File: src/rtl/prot_pkg.sv
package prot_pkg;

    localparam int CODE_W = 8;

    typedef logic [CODE_W-1:0] vcode_t;

    typedef enum logic [1:0] {
        BAND_5V  = 2'd0,
        BAND_6V  = 2'd1,
        BAND_9V  = 2'd2,
        BAND_12V = 2'd3
    } band_e;

    typedef enum logic [1:0] {
        LEG_DEFAULT = 2'd0,
        LEG_9V      = 2'd1,
        LEG_12V     = 2'd2,
        LEG_CONT    = 2'd3
    } leg_e;

    typedef enum logic {
        UV_CUT_CC = 1'b0,
        UV_LATCH  = 1'b1
    } uv_react_e;

    typedef struct packed {
        logic   armed;
        vcode_t enter_below;
        vcode_t leave_above;
    } uv_thr_t;

    function automatic vcode_t ovp_limit(band_e b);
        case (b)
            BAND_5V:  return vcode_t'(60);
            BAND_6V:  return vcode_t'(84);
            BAND_9V:  return vcode_t'(108);
            default:  return vcode_t'(144);
        endcase
    endfunction

    function automatic uv_thr_t uv_limits(leg_e m);
        uv_thr_t t;
        t.armed       = 1'b0;
        t.enter_below = '0;
        t.leave_above = '0;
        case (m)
            LEG_9V: begin
                t.armed       = 1'b1;
                t.enter_below = vcode_t'(55);
                t.leave_above = vcode_t'(60);
            end
            LEG_12V: begin
                t.armed       = 1'b1;
                t.enter_below = vcode_t'(80);
                t.leave_above = vcode_t'(85);
            end
            default: ;
        endcase
        return t;
    endfunction

endpackage

File: src/rtl/prot_debounce.sv
module prot_debounce #(
    parameter int LIMIT = 4
) (
    input  logic clk,
    input  logic rst,
    input  logic tick,
    input  logic cond,
    output logic hit
);
    localparam int CW = $clog2(LIMIT + 1);
    localparam logic [CW-1:0] LIM = CW'(LIMIT);

    logic [CW-1:0] cnt;

    always_ff @(posedge clk) begin
        if (rst || !cond) begin
            cnt <= '0;
        end else if (tick && cnt != LIM) begin
            cnt <= cnt + 1'b1;
        end
    end

    assign hit = cond && (cnt == LIM);
endmodule

File: src/rtl/out_prot_latch.sv
module out_prot_latch #(
    parameter prot_pkg::uv_react_e UV_REACT = prot_pkg::UV_CUT_CC,
    parameter int OVP_DEB_US     = 33,
    parameter int DL_DEB_US      = 3000,
    parameter int UV_DEB_US      = 60000,
    parameter int LL_EN_US       = 100,
    parameter int LL_DIS_US      = 12000,
    parameter int LATCH_OFF_CODE = 20
) (
    input  logic       clk,
    input  logic       rst,
    input  logic       us_tick,
    input  logic [1:0] band,
    input  logic [1:0] leg_mode,
    input  logic [7:0] vout_code,
    input  logic       cs_low,
    input  logic       dl_ovp,
    input  logic       cable_fault,
    output logic       fb_pulldown,
    output logic       cc_reduce,
    output logic       sr_disable,
    output logic       light_load
);
    import prot_pkg::*;

    localparam vcode_t REL_CODE = vcode_t'(LATCH_OFF_CODE);

    uv_thr_t uv_t;
    logic    ovp_raw, ovp_hit, dl_hit, uv_raw, uv_hit;
    logic    ll_en_hit, ll_dis_hit;
    logic    uv_act, uv_to_latch, release_now, latch_set;

    assign uv_t    = uv_limits(leg_e'(leg_mode));
    assign ovp_raw = vout_code > ovp_limit(band_e'(band));
    assign uv_raw  = uv_t.armed && (vout_code < uv_t.enter_below);

    prot_debounce #(.LIMIT(OVP_DEB_US)) u_ovp_deb (
        .clk(clk), .rst(rst), .tick(us_tick), .cond(ovp_raw), .hit(ovp_hit));
    prot_debounce #(.LIMIT(DL_DEB_US)) u_dl_deb (
        .clk(clk), .rst(rst), .tick(us_tick), .cond(dl_ovp), .hit(dl_hit));
    prot_debounce #(.LIMIT(UV_DEB_US)) u_uv_deb (
        .clk(clk), .rst(rst), .tick(us_tick), .cond(uv_raw), .hit(uv_hit));
    prot_debounce #(.LIMIT(LL_EN_US)) u_ll_en (
        .clk(clk), .rst(rst), .tick(us_tick), .cond(cs_low), .hit(ll_en_hit));
    prot_debounce #(.LIMIT(LL_DIS_US)) u_ll_dis (
        .clk(clk), .rst(rst), .tick(us_tick), .cond(!cs_low), .hit(ll_dis_hit));

    // Undervoltage state: debounced entry, immediate exit on recovery or disarm.
    always_ff @(posedge clk) begin
        if (rst || !uv_t.armed || (vout_code > uv_t.leave_above)) begin
            uv_act <= 1'b0;
        end else if (uv_hit) begin
            uv_act <= 1'b1;
        end
    end

    // Variant selection for the undervoltage reaction.
    generate
        if (UV_REACT == UV_CUT_CC) begin : g_uv_cut
            assign cc_reduce   = uv_act;
            assign uv_to_latch = 1'b0;
        end else begin : g_uv_latch
            assign cc_reduce   = 1'b0;
            assign uv_to_latch = uv_act;
        end
    endgenerate

    assign release_now = vout_code < REL_CODE;
    assign latch_set   = ovp_hit || dl_hit || cable_fault || uv_to_latch;

    always_ff @(posedge clk) begin
        if (rst || release_now) begin
            fb_pulldown <= 1'b0;
        end else if (latch_set) begin
            fb_pulldown <= 1'b1;
        end
    end

    always_ff @(posedge clk) begin
        if (rst) begin
            light_load <= 1'b0;
        end else if (!light_load && ll_en_hit) begin
            light_load <= 1'b1;
        end else if (light_load && ll_dis_hit) begin
            light_load <= 1'b0;
        end
    end

    assign sr_disable = uv_act || light_load;
endmodule

File: config.mk
export PLATFORM = sky130hd
export DESIGN_NAME = out_prot_latch
export DESIGN_NICKNAME = d
export VERILOG_FILES = /design/src/rtl/prot_pkg.sv /design/src/rtl/prot_debounce.sv /design/src/rtl/out_prot_latch.sv
export SDC_FILE = /design/constraint.sdc
export NUM_CORES = 1
export LEC_CHECK = 0
export BUFFER_PORTS_ARGS = -buffer_cell sky130_fd_sc_hd__buf_2
export CAP_MARGIN = 20
export CORE_MARGIN = 2
export CORE_UTILIZATION = 40
export CTS_CLUSTER_SIZE = 40
export DETAILED_ROUTE_END_ITERATION = 10
export GPL_TIMING_DRIVEN = 0
export HOLD_SLACK_MARGIN = 0.12
export PLACE_DENSITY_LB_ADDON = 0.2
export SYNTH_ARGS = -nofsm -noshare
export SYNTH_HDL_FRONTEND = slang
export SYNTH_SLANG_ARGS = --single-unit
File: constraint.sdc
create_clock -name clk -period 2.46 [get_ports clk]
set_input_delay 0.369 -clock clk [delete_from_list [all_inputs] [get_ports clk]]
set_output_delay 0.369 -clock clk [all_outputs]
set_load 0.1 [all_outputs]
==> reports/metrics.cfg, run 1 <==
[status]
outcome = complete, no violations

[floorplan]
die_area_um2 = 8642
die_h_um = 92.96
ios = 22
die-width_um = 92.96
placementRows = 32
floorplan.initialDensity_pct = 41.18
core-area_um2 = 7687

[global_route]
globalRouteTotalUtil_pct = 15.40
grt_max_degree = 12
grt_pass1_wl_um = 10670
antenna_found_initial = 0
grt_pass1_vias = 2463
grt_overflow_total = 0

[synthesis]
avgSynthCellArea_um2 = 8.673
synthArstFlopShare_pct = 0
synth_largest_area_cell = dfxtp_1
syn_inst = 365
yosys-top-cells-area = dfxtp_1 37%, ha_1 11%, xor2_1 9.7%
synth_compound_area_share_pct = 7.510
ys_ff_latch = 58
yosysWarnings = 0
synth_cell_types = 47
synth_top_family_by_area = simple AND/OR/NAND/NOR gates
syn_area_um2 = 3166
yosysSeqAreaShare_pct = 36.68
synth_top_area_share_pct = 36.68
synthAdderAreaFrac_pct = 11.07
synth_fp_nets = 411
synthMuxAreaShare_pct = 0.6324
synth_xor_area_share_pct = 12.73
ys.flop_type = dfxtp_1
yosys.area_share.simple_pct = 27.39
synth-edff-count = 0

[sta]
tightestPinTransition_ns = 0.4874
max_freq_mhz = 499.6
fin_worst_skew_ns = 0.003921
rsz0062_at_grt = false
max_slew_margin_pct = 67.73
post-route-min-period_ns = 2.002
fin_tns_setup_ns = 0
fin_crit_sh_pct = 81.37
drv_slew = 0
setup_viol = 0
hold_viol_final = 0

[placement]
gp_congestion = 0.8199
place_area_um2 = 3398
dpl.hpwl_um = 4477
io_buffers = 21

[clock_tree]
cts_buffers = 9
clkSlewWorstSetupHoldPaths_ns = 0.07
cts_max_level = 3
cts_tree = done
post_cts_resized = 0
cts.sinks = 58
postCtsHoldBufs = 0
cts_buffer_depth = 2
cts_setup_buffers = 0
clk_latency_ns = 0.34
cts-root-buf = clkbuf_8

[detailed_routing]
totalWireLength_um = 6040
firstDrtPassIters = 4
viasPerCell = 4.982
vias = 2511
drc_errors = 0
wl_per_cell_um = 11.98
drt.antenna.violating_nets = 0
drt_iter0_drc = 81

[power]
p_leak_uw = 0.001400
power_density_nw_per_um2 = 599.9
ir_drop_uv = 311.1

[worst_setup_path]
cp.required_ns = 2.70
crit_arrival_ns = 2.24
r2r-end = u_uv_deb.cnt[12]
critPathMaxFanout = 4
timing.reg2reg.setup_slack_ns = 0.70
ff2ff_path_depth = 7
crit_type = input port to register
critPathLaunchType = input port
r2r-start = u_uv_deb.cnt[0]
path_cells = buf_2 -> inv_1 -> ha_1 -> inv_1 -> ha_1 -> a21o_1 -> a211oi_1 -> o31a_2 -> a21oi_1 -> a2111oi_2
critical-path-max-stage-delay_ns = 0.32
crit_path_end_kind = register
crit_slowest_cell = a2111oi_2

[job]
maxCapViolations = 0

[finish]
antenna_cells = 0
area_delta_synth_final_pct = 14.98
multi_input_area_um2 = 1878
n_fill_cell = 763
nNetsFinal = 443
seq_area_um2 = 1161
layout.cells.most_common = nor2_1
layout-drive-gt1-share_pct = 13.18
finish.instance_area_um2 = 3640
layout_common_cells = 62 x nor2_1, 58 x dfxtp_1, 35 x xor2_1

[min_path]
hold_path_class = input port to register
min_path_cells = 2
hold_end = light_load
worstHoldStart = rst

[cell usage after synthesis, types with 4 or more instances]
cell type / instances
nor2_1: 62
dfxtp_1: 58
xor2_1: 35
ha_1: 28
inv_1: 26
nand2_1: 24
nand4_1: 22
nand3_1: 19
a21oi_1: 13
xnor2_1: 11
o21ai_0: 7
and3_1: 6
nand2b_1: 4
or3_1: 4
[registers in the layout, summed over array words and instances, names as in the netlist]
| signal | count |
|---|---|
| u_dl_deb.cnt | 12 |
| u_ovp_deb.cnt | 6 |
| u_ll_dis.cnt | 14 |
| u_uv_deb.cnt | 16 |
| cc_reduce | 1 |
| light_load | 1 |
| u_ll_en.cnt | 7 |
| fb_pulldown | 1 |
[per-stage QoR]
stage / total power [uW] / hold WS, ns / util (%) / cells / setup slack [ns]
after floorplan: 1086 / 0.4381 / - / 365 / 0.3591
after global placement: 1136 / 0.4860 / 44.21 / 488 / 0.08501
after detailed placement: 1140 / 0.4906 / 44.21 / 488 / 0.09645
after CTS: 2217 / 0.3061 / 47.35 / 504 / 0.4530
after global routing: 2275 / 0.3405 / 47.35 / 504 / 0.2597
final: 2184 / 0.3333 / 47.35 / 504 / 0.4584
[cell families after synthesis]
group	after synthesis
adders and majority gates	28
DFF	58
AOI/OAI and AO/OA	32
buffers and inverters	33
muxes	2
and+or+nand+nor	166
xor gates and xnor gates	46
[worst max-delay path by stage]
stage,start,end,slack [ns],cells after the start
4_1_cts,leg_mode[1],u_uv_deb.cnt[12],0.45,11
3_5_place_dp,leg_mode[1],u_uv_deb.cnt[12],0.1,11
3_3_place_gp,leg_mode[1],u_uv_deb.cnt[11],0.09,11
2_1_floorplan,leg_mode[1],cc_reduce,0.36,9
6_report,leg_mode[1],cc_reduce,0.46,10
5_1_grt,leg_mode[1],u_uv_deb.cnt[13],0.26,11
[power by group]
| part | internal [uW] | switching (uW) | total (uW) |
|---|---|---|---|
| clock network | 670 | 396 | 1070 |
| logic | 64.8 | 99.2 | 164 |
| registers | 946 | 6.99 | 953 |
| total | 1680 | 503 | 2180 |
[worst max-delay path: cells and delay by family]
| kind | cells | cell delay (ns) |
|---|---|---|
| AO/OA/AOI/OAI | 5 | 1.09 |
| adder cells (fa/ha/maj) | 2 | 0.50 |
| buffers and inverters | 3 | 0.28 |
[per-layer routing]
layer / global-route usage, % / vias up / share of wire [%]
met5: 0 / - / 0
met4: 6.618 / 0 / 1.7
met3: 3.662 / 7 / 2.0
met2: 25.30 / 16 / 48
met1: 19.20 / 1164 / 48
li1: - / 1324 / -
[layout make-up]
class	instances	share of cell area, %
plain buffers	6	0.6875
clock buffers	9	3.403
clock inverters	7	3.231
inverters	27	2.784
multi-input cells	274	51.60
flip-flops and latches	58	31.90
well taps	102	3.506
repair buffers	21	2.888
(Power assumes the default switching activity.)
==> inputs of run 2 (changes only) <==
- clock period: 2.46 -> 1.77 ns (I/O delays scaled with it)
==> run 2 against run 1 <==
Worst hold slack worse by 0.12 ns. Critical path depth down 3. Flip-flop and latch count is the same. Via count grew 1.1%. Critical endpoint unchanged.
==> reports/metrics.cfg, run 2 (synthesis gave the netlist of run 1 again) <==
[finish]
regMostFlops = u_uv_deb.cnt
layout.cells.most_common = nor2_1
n_fill_cell = 768
area_delta_synth_final_pct = 15.65
largest_reg_flops = 16
nNetsFinal = 443
layout-drive-gt1-share_pct = 14.93
layout_common_cells = 62 x nor2_1, 58 x dfxtp_1, 35 x xor2_1
reg.largest.list = u_uv_deb.cnt (16), u_ll_dis.cnt (14), u_dl_deb.cnt (12)
antenna_cells = 0
final_util_pct = 47.62

[floorplan]
die_area_um2 = 8642
placementRows = 32
floorplan.initialDensity_pct = 41.18
die_h_um = 92.96
core-area_um2 = 7687
die-width_um = 92.96
ios = 22

[clock_tree]
cts_max_level = 3
clk_latency_ns = 0.33
cts_buffers = 9
cts_buffer_depth = 2
clkSlewWorstSetupHoldPaths_ns = 0.06
cts_setup_buffers = 0
cts.sinks = 58
cts_tree = done
cts-root-buf = clkbuf_8

[placement]
gp_congestion = 0.8485
io_buffers = 21
dpl.hpwl_um = 4615

[power]
p_leak_uw = 0.001388
power_density_nw_per_um2 = 734.7
finalPower_uw = 2690
ir_drop_uv = 462.5

[worst_setup_path]
critPathMaxFanout = 4
cp.buffers_inverters = 2
critPathLaunchType = input port
critical-path-max-stage-delay_ns = 0.56
crit_path_end_kind = register
path_cells = buf_2 -> inv_4 -> ha_4 -> ha_4 -> nand4b_1 -> or4b_1 -> a2111oi_2
timing.reg2reg.setup_slack_ns = 0.14
crit_arrival_ns = 1.92
crit_slowest_cell = or4b_1
ff2ff_path_depth = 7
path_delay_family = simple AND/OR/NAND/NOR gates
crit_type = input port to register
cp.required_ns = 2.00
r2r-end = u_uv_deb.cnt[0]
critPathMostFrequentCell = ha_4
r2r-start = u_uv_deb.cnt[0]

[detailed_routing]
wl_per_cell_um = 12.26
firstDrtPassIters = 4
drc_errors = 0
drt_iter0_drc = 63
drt.antenna.violating_nets = 0
vias = 2539
viasPerCell = 5.038
totalWireLength_um = 6180

[sta]
post-route-min-period_ns = 1.687
rsz0062_at_grt = false
drv_slew = 0
hold_viol_final = 0
fin_worst_skew_ns = 0.007513
tightestPinTransition_ns = 0.4838
max_freq_mhz = 592.6
max_slew_margin_pct = 67.97
fin_crit_sh_pct = 95.34
setup_viol = 0

[min_path]
worstHoldStart = rst
hold_end = light_load
hold_path_class = input port to register
min_path_cells = 2

[global_route]
use_met2_pct = 27.42
met1_usage_pct = 19.32
grt_max_degree = 11
antenna_found_initial = 0
grt_pass1_vias = 2564
globalRouteTotalUtil_pct = 16.13
grt_overflow_total = 0
grt_busiest_layer = met2
grt_pass1_wl_um = 11180
met3_usage_pct = 4.394

[status]
outcome = complete, no violations

[job]
maxCapViolations = 0

-- run 2: cell count changes in the layout (fill, tap and decap cells not counted), sizes merged --
cell | previous run | this run
clkbuf | 12 | 18
bufinv | 3 | 0
clkinvlp | 3 | 0
buf | 24 | 23
clkinv | 1 | 2
-- run 2: how the worst max path moves through the flow --
stage / start / endpoint / slack [ns] / cells past startpoint
2_1_floorplan: leg_mode[1] / cc_reduce / -0.02 / 5
3_3_place_gp: leg_mode[0] / cc_reduce / -0.26 / 7
3_5_place_dp: leg_mode[0] / cc_reduce / -0.27 / 7
4_1_cts: u_uv_deb.cnt[0] / u_uv_deb.cnt[12] / 0.05 / 7
5_1_grt: u_uv_deb.cnt[0] / u_uv_deb.cnt[8] / 0.006 / 7
6_report: leg_mode[0] / cc_reduce / 0.08 / 7
-- run 2: per-layer routing --
metal | up-vias | wire length, um
li1 | 1316 | -
met5 | - | 0
met3 | 11 | 156
met2 | 27 | 2970
met4 | 0 | 102
met1 | 1185 | 2951
-- run 2: timing repair --
action                                  CTS  global route
resized for setup                         0             3
endpoints found under the setup margin    0            15
hold buffers                              0             0
endpoints found under the hold margin     0             0
-- run 2: through the flow --
stage | setup slack (ns) | cells | TNS [ns] | instance area [um^2] | hold slack [ns]
finish | 0.08252 | 504 | 0 | 3661 | 0.2148
global route | 0.006253 | 504 | 0 | 3661 | 0.2109
CTS | 0.04611 | 504 | 0 | 3641 | 0.2012
detailed placement | -0.2738 | 488 | -4.576 | 3458 | 0.4958
global placement | -0.2617 | 488 | -4.224 | 3458 | 0.4810
floorplan | -0.02237 | 365 | -0.03883 | 3226 | 0.3346
-- run 2: cell type report --
class                           instances  area [um^2]  share of cell area, %
Clock inverter                          2        10.01                 0.2734
Clock buffer                           14        172.7                  4.716
Sequential cell                        58         1161                  31.72
Timing Repair Buffer                   21        105.1                  2.871
Tap cell                              102        127.6                  3.486
Multi-Input combinational cell        274         1951                  53.28
Buffer                                  6        27.53                 0.7519
Inverter                               27        106.4                  2.905
-- run 2: power by group --
part           internal, uW  switching [uW]
clock network           619             498
logic                   101             147
registers              1320            10.1
